==> src/rtl/zcpd_pkg.sv <==
package zcpd_pkg;
    localparam int DW = 16;
    typedef logic signed [DW-1:0] word_t;

    localparam logic signed [DW-1:0] WMAX = {1'b0, {(DW-1){1'b1}}};
    localparam logic signed [DW-1:0] WMIN = {1'b1, {(DW-1){1'b0}}};

    function automatic word_t clamp28(input logic signed [27:0] v);
        if (v > 28'(WMAX))      return WMAX;
        else if (v < 28'(WMIN)) return WMIN;
        else                    return v[DW-1:0];
    endfunction
endpackage

==> src/rtl/zcpd_edge.sv <==
module zcpd_edge (
    input  logic clk,
    input  logic rst_n,
    input  logic ref_in,
    input  logic edge_sel,
    output logic hit
);
    typedef struct packed {
        logic s1;
        logic s2;
        logic s3;
    } sync_t;

    sync_t st_d, st_q;

    always_comb begin
        st_d    = st_q;
        st_d.s1 = ref_in;
        st_d.s2 = st_q.s1;
        st_d.s3 = st_q.s2;
        if (edge_sel) hit = st_q.s2 & ~st_q.s3;
        else          hit = ~st_q.s2 & st_q.s3;
    end

    always_ff @(posedge clk) begin
        if (!rst_n) st_q <= '0;
        else        st_q <= st_d;
    end
endmodule

==> src/rtl/zcpd_position.sv <==
module zcpd_position #(
    parameter int HALF_STEPS = 200,
    localparam int IW = $clog2(HALF_STEPS)
) (
    input  logic [IW-1:0]         step_idx,
    input  logic                  second_half,
    input  logic signed [15:0]    phase_ofs,
    output logic signed [15:0]    err
);
    logic signed [27:0] pos;
    logic signed [27:0] diff;

    always_comb begin
        pos  = 28'(signed'({1'b0, step_idx}))
             + (second_half ? 28'(HALF_STEPS) : 28'sd0)
             - 28'(HALF_STEPS);
        diff = pos - 28'(phase_ofs);
        err  = zcpd_pkg::clamp28(diff);
    end
endmodule

==> src/rtl/zcpd_law.sv <==
module zcpd_law (
    input  logic signed [15:0] err,
    input  logic signed [15:0] prev_err,
    output logic signed [15:0] trim,
    output logic               lock_ok
);
    localparam int LOCK_ERR  = 3;
    localparam int LOCK_TRIM = 80;

    logic signed [15:0] delta;
    logic signed [15:0] half;
    logic signed [27:0] wide;

    always_comb begin
        delta   = zcpd_pkg::clamp28(28'(err) - 28'(prev_err));
        half    = err / 16'sd2;
        wide    = (28'(half) + (28'(delta) <<< 3)) <<< 3;
        trim    = zcpd_pkg::clamp28(wide);
        lock_ok = (err  < 16'(LOCK_ERR))  && (err  > -16'(LOCK_ERR)) &&
                  (trim < 16'(LOCK_TRIM)) && (trim > -16'(LOCK_TRIM));
    end
endmodule

==> src/rtl/zc_phase_filter.sv <==
module zc_phase_filter #(
    parameter int HALF_STEPS = 200,
    localparam int IW = $clog2(HALF_STEPS)
) (
    input  logic                 clk,
    input  logic                 rst_n,
    input  logic                 ref_in,
    input  logic                 edge_sel,
    input  logic [IW-1:0]        step_idx,
    input  logic                 second_half,
    input  logic signed [15:0]   phase_ofs,
    output logic                 trim_valid,
    output logic signed [15:0]   trim,
    output logic signed [15:0]   phase_err,
    output logic                 locked
);
    typedef struct packed {
        logic                vld;
        logic signed [15:0]  trim;
        logic signed [15:0]  err;
        logic signed [15:0]  prev;
        logic                lock;
    } state_t;

    state_t st_d, st_q;
    logic hit;
    logic signed [15:0] new_err, new_trim;
    logic new_lock;

    zcpd_edge u_edge (
        .clk(clk), .rst_n(rst_n), .ref_in(ref_in),
        .edge_sel(edge_sel), .hit(hit)
    );

    zcpd_position #(.HALF_STEPS(HALF_STEPS)) u_pos (
        .step_idx(step_idx), .second_half(second_half),
        .phase_ofs(phase_ofs), .err(new_err)
    );

    zcpd_law u_law (
        .err(new_err), .prev_err(st_q.prev),
        .trim(new_trim), .lock_ok(new_lock)
    );

    always_comb begin
        st_d     = st_q;
        st_d.vld = hit;
        if (hit) begin
            st_d.err  = new_err;
            st_d.prev = new_err;
            st_d.trim = new_trim;
            st_d.lock = new_lock;
        end
    end

    always_ff @(posedge clk) begin
        if (!rst_n) st_q <= '0;
        else        st_q <= st_d;
    end

    assign trim_valid = st_q.vld;
    assign trim       = st_q.trim;
    assign phase_err  = st_q.err;
    assign locked     = st_q.lock;
endmodule

==> config.mk <==
export PLATFORM = sky130hd
export DESIGN_NAME = zc_phase_filter
export DESIGN_NICKNAME = d
export VERILOG_FILES = /design/src/rtl/zcpd_pkg.sv /design/src/rtl/zcpd_edge.sv /design/src/rtl/zcpd_position.sv /design/src/rtl/zcpd_law.sv /design/src/rtl/zc_phase_filter.sv
export SDC_FILE = /design/constraint.sdc
export NUM_CORES = 1
export LEC_CHECK = 0
export ABC_AREA = 1
export BUFFER_PORTS_ARGS = -buffer_cell sky130_fd_sc_hd__buf_2
export CAP_MARGIN = 20
export CORE_UTILIZATION = 40
export CTS_CLUSTER_DIAMETER = 100
export CTS_CLUSTER_SIZE = 28
export DETAILED_ROUTE_END_ITERATION = 10
export GPL_TIMING_DRIVEN = 0
export PLACE_DENSITY = 0.67
export SETUP_SLACK_MARGIN = 0.05
export SLEW_MARGIN = 10
export SYNTH_ARGS = -nofsm -noshare
export SYNTH_HDL_FRONTEND = slang
export SYNTH_SLANG_ARGS = --single-unit
==> constraint.sdc <==
create_clock -name clk -period 7.8 [get_ports clk]
set_clock_uncertainty 0.15 [all_clocks]
set_input_delay 0.78 -clock clk [delete_from_list [all_inputs] [get_ports clk]]
set_output_delay 0.78 -clock clk [all_outputs]
set_load 0.02 [all_outputs]
==> results of run 1 <==
metal layers:
| layer | routed length [um] | part of all wire |
|---|---|---|
| met1 | 6800 | 0.47 |
| met2 | 6950 | 0.48 |
| met3 | 442 | 0.031 |
| met4 | 168 | 0.012 |
| met5 | 0 | 0 |
sequential cells by signal (all words and copies together), names as in the netlist:
name and cells:
u_edge.st_q 1, u_edge.st_d 2, locked 1, trim 14, st_q 16, trim_valid 1
cells in the final DEF, fill, tap and decap left out, types with 31 or more instances in the layout:
cell type  netlist  final
nand3_1         43     33
xor2_1          32     31
a21oi_1         44     36
nor2_1          56     44
buf_4            3     39
inv_1          170    162
nand2_2         22     45
dfxtp_1         35     35
buf_2            0     62
nand2_1        237    209
ha_1            68     54
per-stage QoR:
stage / instance area (um^2) / TNS (ns) / hold WS, ns / utilization / instances
3_3_place_gp: 5760 / -10.40 / 0.250 / 0.455 / 1087
2_1_floorplan: 5240 / 0 / 0.240 / - / 853
4_1_cts: 6090 / 0 / 0.276 / 0.480 / 1105
5_1_grt: 6730 / -0.0408 / 0.295 / 0.531 / 1137
6_report: 6730 / 0 / 0.265 / 0.531 / 1137
3_5_place_dp: 5760 / -10.32 / 0.255 / 0.455 / 1087
area by class of cell:
cell class,count,share of cell area
plain buffers,15,0.0162
clock buffers,5,0.0186
clock inverters,3,0.00650
inverters,172,0.0962
multi-input cells,632,0.631
flip-flops and latches,35,0.104
well taps,172,0.0320
repair buffers,103,0.0953
worst min-delay path: cells and delay by family (launching register included):
| kind | cells | cell delay, ns |
|---|---|---|
| buf+inv | 1 | 0.04 |
| flops | 1 | 0.31 |
| simple gates | 1 | 0.05 |
logic make-up after synthesis:
family,Yosys count,synth area share
xor+xnor,40,0.0669
buf+inv,187,0.140
compound gates,118,0.137
flops,35,0.134
fa+ha+maj,75,0.189
simple gates,398,0.333
final timing paths:
path | startpoint | endpoint | slack [ns] | depth (start not counted)
setup / recovery | step_idx[3] | locked$_SDFFE_PN0P_ | 0.36 | 47
hold / removal | u_edge.st_d[1]$_SDFF_PN0_ | u_edge.st_d[0]$_SDFF_PN0_ | 0.27 | 2
setup reg to reg | st_q[5]$_SDFFE_PN0P_ | locked$_SDFFE_PN0P_ | 2.75 | 33
hold reg to reg | u_edge.st_d[1]$_SDFF_PN0_ | u_edge.st_d[0]$_SDFF_PN0_ | 0.27 | 2
power by group through the flow:
stage          clock network, uW  registers [uW]  logic (uW)
2_1_floorplan                  0             211        1600
3_3_place_gp                   0             199        2020
3_5_place_dp                   0             199        2030
4_1_cts                      247             195        2130
5_1_grt                      255             196        2980
6_report                     243             195        2690
repair_timing:
action                                  in CTS  in global routing
endpoints found under the setup margin      14                 14
resized for setup                           18                117
hold endpoints to repair                     0                  0
buffers inserted                             9                 31
gates cloned                                 1                  1
pin swaps                                    4                 66
==> results_dict.tcl, run 1 <==
set metrics [dict create \
    async_flop_share 0 \
    cpPeakStageDelay_ns 0.47 \
    multi_input_area_mm2 0.00425 \
    cp_max_fo 8 \
    cp_top_family "simple AND/OR/NAND/NOR gates" \
    setup_violations 0 \
    gp_congestion 0.909 \
    crit_type "in2reg" \
    use_met2 0.370 \
    max_slew_margin 0.491 \
    grt_pass1_wl_um 23000 \
    swShare 0.559 \
    grt_max_degree 13 \
    status "finished clean" \
    fillers 1309 \
    netlist.area_leader.share 0.170 \
    drive_above_1_share 0.266 \
    coreArea_mm2 0.0127 \
    ys_warn_count 0 \
    max_freq_ghz 0.134 \
    clock_path_buffers 2 \
    cts-htree-levels 2 \
    yosysTopAreaCell "nand2_1" \
    final_nets 1068 \
    route.vias.total 5583 \
    min_period_ns 7.44 \
    worst_ep_required_time_ns 7.87 \
    ir_drop_v 0.000241 \
    cts_hold_buf 0 \
    postSynthCellCount 853 \
    seqPwrFrac 0.062 \
    path_clk_slew_ns 0.06 \
    grt_remaining_overflow 0 \
    avgRoutedWirePerCell_um 12.6 \
    antennaDiodeCount 0 \
    clock-root-buffer "clkbuf_16" \
    cts_sinks 35 \
    worst_slack_ns 0.363 \
    powerDensity_mw_per_mm2 464 \
    synth_edf_count 0 \
    total_power_uw 3130 \
    synth-main-ff-cell "dfxtp_1" \
    fin_crit_sh 0.953 \
    syn_avg_cell_area_um2 6.14 \
    p_switching_uw 1750 \
    antenna_found_initial 0 \
    totalWireLength_um 14400 \
    p_int_uw 1380 \
    met1_usage 0.284 \
    ant_nets 0 \
    ys_top_cells_by_count "237 x nand2_1, 170 x inv_1, 68 x ha_1, 56 x nor2_1, 44 x a21oi_1" \
    use_met3 0.0176 \
    ff_latch_area_um2 701 \
    synth.area.top_cells "nand2_1 17%, ha_1 16%, dfxtp_1 13%, inv_1 12%, xor2_1 5.4%" \
    hpwl_um 11000 \
    yosysMostFrequentCell "nand2_1" \
    combPwrFrac 0.860 \
    die_w_um 116 \
    hold_path_class "reg2reg" \
    rows 41 \
    drtPass1Iterations 5 \
    busiest_layer "met2" \
    boundaryPins 63 \
    timing_hold_violations_final 0 \
    via_per_inst 4.91 \
    cts_tree "built" \
    port_buffers 62 \
    syn-num-nets 957 \
    ys_seq_area_frac 0.134 \
    cts_buffers 5 \
    clk_latency_ns 0.29 \
    crit_path_start_kind "primary input" \
    ys_ff_latch 35 \
    syn_area_mm2 0.00524 \
    leakagePower_uw 0.00374 \
    drv_slew 0 \
    start_util 0.413 \
    ys_types 47 \
    place_ws_ns -0.890 \
    die_area_mm2 0.0135 \
    cp.arrival_ns 7.51 \
    die_height_um 116 \
    critical_path_buf_inv_count 9 \
    drc 0 \
    cap_violations 0 \
    drtIter0Drc 354 \
    grtUsageTotal 0.211 \
    slowest_stage "fa_2" \
    end_kind "flop" \
    power.share.clock 0.078 \
    tightest_slew_ns 0.754 \
    syn_to_final_growth_pct 28.6 \
    grt_pass1_vias 5067 \
]
Note: power is estimated with default switching activity, not from simulation.
==> run 2: changes to the inputs <==
Settings changed: ABC_AREA 1 to default, RECOVER_POWER from default to 100.
==> results_dict.tcl, run 2 <==
set metrics [dict create \
    clock-root-buffer "clkbuf_16" \
    startpoint "step_idx[3]" \
    tightest_slew_ns 0.918 \
    final_cell_mix "66 x inv_1, 56 x buf_4, 54 x nand2_1" \
    max_slew_margin 0.383 \
    syn_to_final_growth_pct 38.4 \
    p_int_uw 1560 \
    cpPeakStageDelay_ns 0.57 \
    setup_violations 15 \
    drc 0 \
    cts_buffers 5 \
    min_period_ns 9.04 \
    ys_ff_latch 35 \
    synth_edf_count 0 \
    synth.area.top_cells "ha_1 17%, dfxtp_1 14%, a21oi_1 6.6%, inv_1 5.3%, xnor2_1 4.8%" \
    die_area_mm2 0.0127 \
    status "complete, but fails checks" \
    end_kind "flop" \
    avgRoutedWirePerCell_um 17.0 \
    max_freq_ghz 0.111 \
    yosysTopAreaCell "ha_1" \
    fin_area_mm2 0.00681 \
    crit_end "locked$_SDFFE_PN0P_" \
    drtPass1Iterations 6 \
    ys_seq_area_frac 0.142 \
    swShare 0.490 \
    syn_avg_cell_area_um2 7.51 \
    cp_max_fo 6 \
    gp_congestion 0.953 \
    cts_tree "built" \
    via_per_inst 5.93 \
    coreArea_mm2 0.0120 \
    cts_sinks 35 \
    antennaDiodeCount 0 \
    power.share.clock 0.079 \
    met1_usage 0.323 \
    r2r_cells 27 \
    grt_pass1_vias 5324 \
    grt_pass1_wl_um 25700 \
    ys_top_cells_by_count "70 x inv_1, 68 x ha_1, 65 x a21oi_1, 58 x nand2_1, 35 x dfxtp_1" \
    crit_type "in2reg" \
    violations "setup timing" \
    p_switching_uw 1500 \
    hold_path_class "reg2reg" \
    worst_slack_ns -1.24 \
    cts_hold_buf 0 \
    use_met3 0.0321 \
    clock_path_buffers 2 \
    route.vias.total 5524 \
    totalWireLength_um 15900 \
    use_met2 0.416 \
    regMostFlops "st_q" \
    async_flop_share 0 \
    netlist.area_leader.share 0.173 \
    antenna_found_initial 0 \
    port_buffers 61 \
    cp.arrival_ns 9.12 \
    clk_latency_ns 0.29 \
    cap_violations 0 \
    start_util 0.410 \
    slowest_stage "o41ai_4" \
    crit_top_cell "a21oi_2" \
    hpwl_um 11300 \
    largest_register_ff_count 16 \
    grt_remaining_overflow 0 \
    worst_ep_required_time_ns 7.88 \
    fin_crit_sh 1.16 \
    ant_nets 0 \
    syn_area_mm2 0.00492 \
    layout_commonest_cell "inv_1" \
    die_height_um 113 \
    placed_area_mm2 0.00563 \
    grt_max_degree 14 \
    final_util 0.567 \
    timing_hold_violations_final 0 \
    syn-num-nets 759 \
    drive_above_1_share 0.284 \
    ys_warn_count 0 \
    busiest_layer "met2" \
    yosysMostFrequentCell "inv_1" \
    drtIter0Drc 412 \
    r2r_slack_ns 1.82 \
    rows 40 \
    powerDensity_mw_per_mm2 449 \
    combPwrFrac 0.856 \
    path_clk_slew_ns 0.06 \
    boundaryPins 63 \
    place_ws_ns -2.36 \
    holdCritStartpoint "u_edge.st_d[1]$_SDFF_PN0_" \
    crit_path_start_kind "primary input" \
    leakagePower_uw 0.00304 \
    grtUsageTotal 0.247 \
    ir_drop_v 0.000286 \
    final_nets 888 \
    ys_types 69 \
    reg2reg_to "locked$_SDFFE_PN0P_" \
    rsz0062_at_grt "yes" \
    drv_slew 0 \
    postSynthCellCount 655 \
    synth-main-ff-cell "dfxtp_1" \
    reg2reg_from "st_q[1]$_SDFFE_PN0P_" \
    seqPwrFrac 0.064 \
    cts-htree-levels 2 \
    die_w_um 113 \
    hold_depth 1 \
]
==> run 2: changes by cell type after synthesis, sizes merged, moves of 18 or more <==
cell,before,now
nand2,263,58
inv,171,70
nand3,44,16
nor2,61,34
xnor2,8,27
xor2,32,13
o211a,0,18
==> run 2: repair_timing <==
item / in CTS / in global routing
endpoints found under the setup margin: 15 / 15
pin swaps: 50 / 52
gates resized for setup: 69 / 45
setup buffers: 35 / 26
==> run 2: worst max-delay path, delay by kind of cell <==
kind | cells | cell delay, ns
muxes | 1 | 0.42
AOI/OAI and AO/OA | 19 | 4.10
adders and majority gates | 5 | 1.48
buffers and inverters | 6 | 0.67
and+or+nand+nor | 6 | 1.52
xor gates and xnor gates | 1 | 0.15
==> run 2: layer usage <==
metal  share of wire  wire (um)  vias to the layer above
met1            0.43       6890                     2613
li1                -          -                     2643
met3           0.067       1060                       44
met4           0.032        506                        0
met5               0          0                        -
met2            0.47       7430                      224
==> run 2: power by group through the flow <==
stage                     logic, uW  registers, uW  clock network [uW]
after floorplan                1420            211                   0
after global placement         1740            200                   0
after detailed placement       1780            200                   0
after CTS                      2160            197                 242
after global routing           2820            198                 251
final                          2620            197                 242
==> run 2: metrics by stage <==
step / std cells / hold WS, ns / total power, uW / setup TNS (ns)
floorplan: 655 / 0.262 / 1630 / -8.16
global route: 932 / 0.306 / 3260 / -19.67
CTS: 906 / 0.291 / 2600 / -15.64
detailed placement: 863 / 0.276 / 1980 / -29.06
finish: 932 / 0.289 / 3060 / -16.11
global placement: 863 / 0.273 / 1940 / -25.88
==> run 2: kinds of logic (layout without fill, tap and decap cells) <==
| family | Yosys count | count (layout) | synth area share |
|---|---|---|---|
| AO/OA/AOI/OAI | 218 | 218 | 0.305 |
| AND/OR/NAND/NOR | 188 | 188 | 0.194 |
| adder cells (fa/ha/maj) | 75 | 75 | 0.201 |
| multiplexers | 7 | 7 | 0.0145 |
| buffers and inverters | 92 | 222 | 0.0717 |
| XOR/XNOR | 40 | 40 | 0.0712 |
| flip-flops | 35 | 35 | 0.142 |
==> run 2: how the worst min path moves through the flow <==
stage / end / slack, ns
floorplan: u_edge.st_d[0]$_SDFF_PN0_ / 0.26
global placement: u_edge.st_d[0]$_SDFF_PN0_ / 0.27
detailed placement: u_edge.st_d[0]$_SDFF_PN0_ / 0.28
CTS: u_edge.st_d[0]$_SDFF_PN0_ / 0.29
global route: u_edge.st_d[0]$_SDFF_PN0_ / 0.31
finish: u_edge.st_d[0]$_SDFF_PN0_ / 0.29
==> run 2: cell type report <==
type                            instances  area [um^2]
Clock inverter                          3         46.3
Multi-Input combinational cell        528         4570
Buffer                                 22          135
Timing Repair Buffer                  122          772
Sequential cell                        35          701
Tap cell                              147          184
Fill cell                            1092         5200
Clock buffer                            5          125
Inverter                               70          275
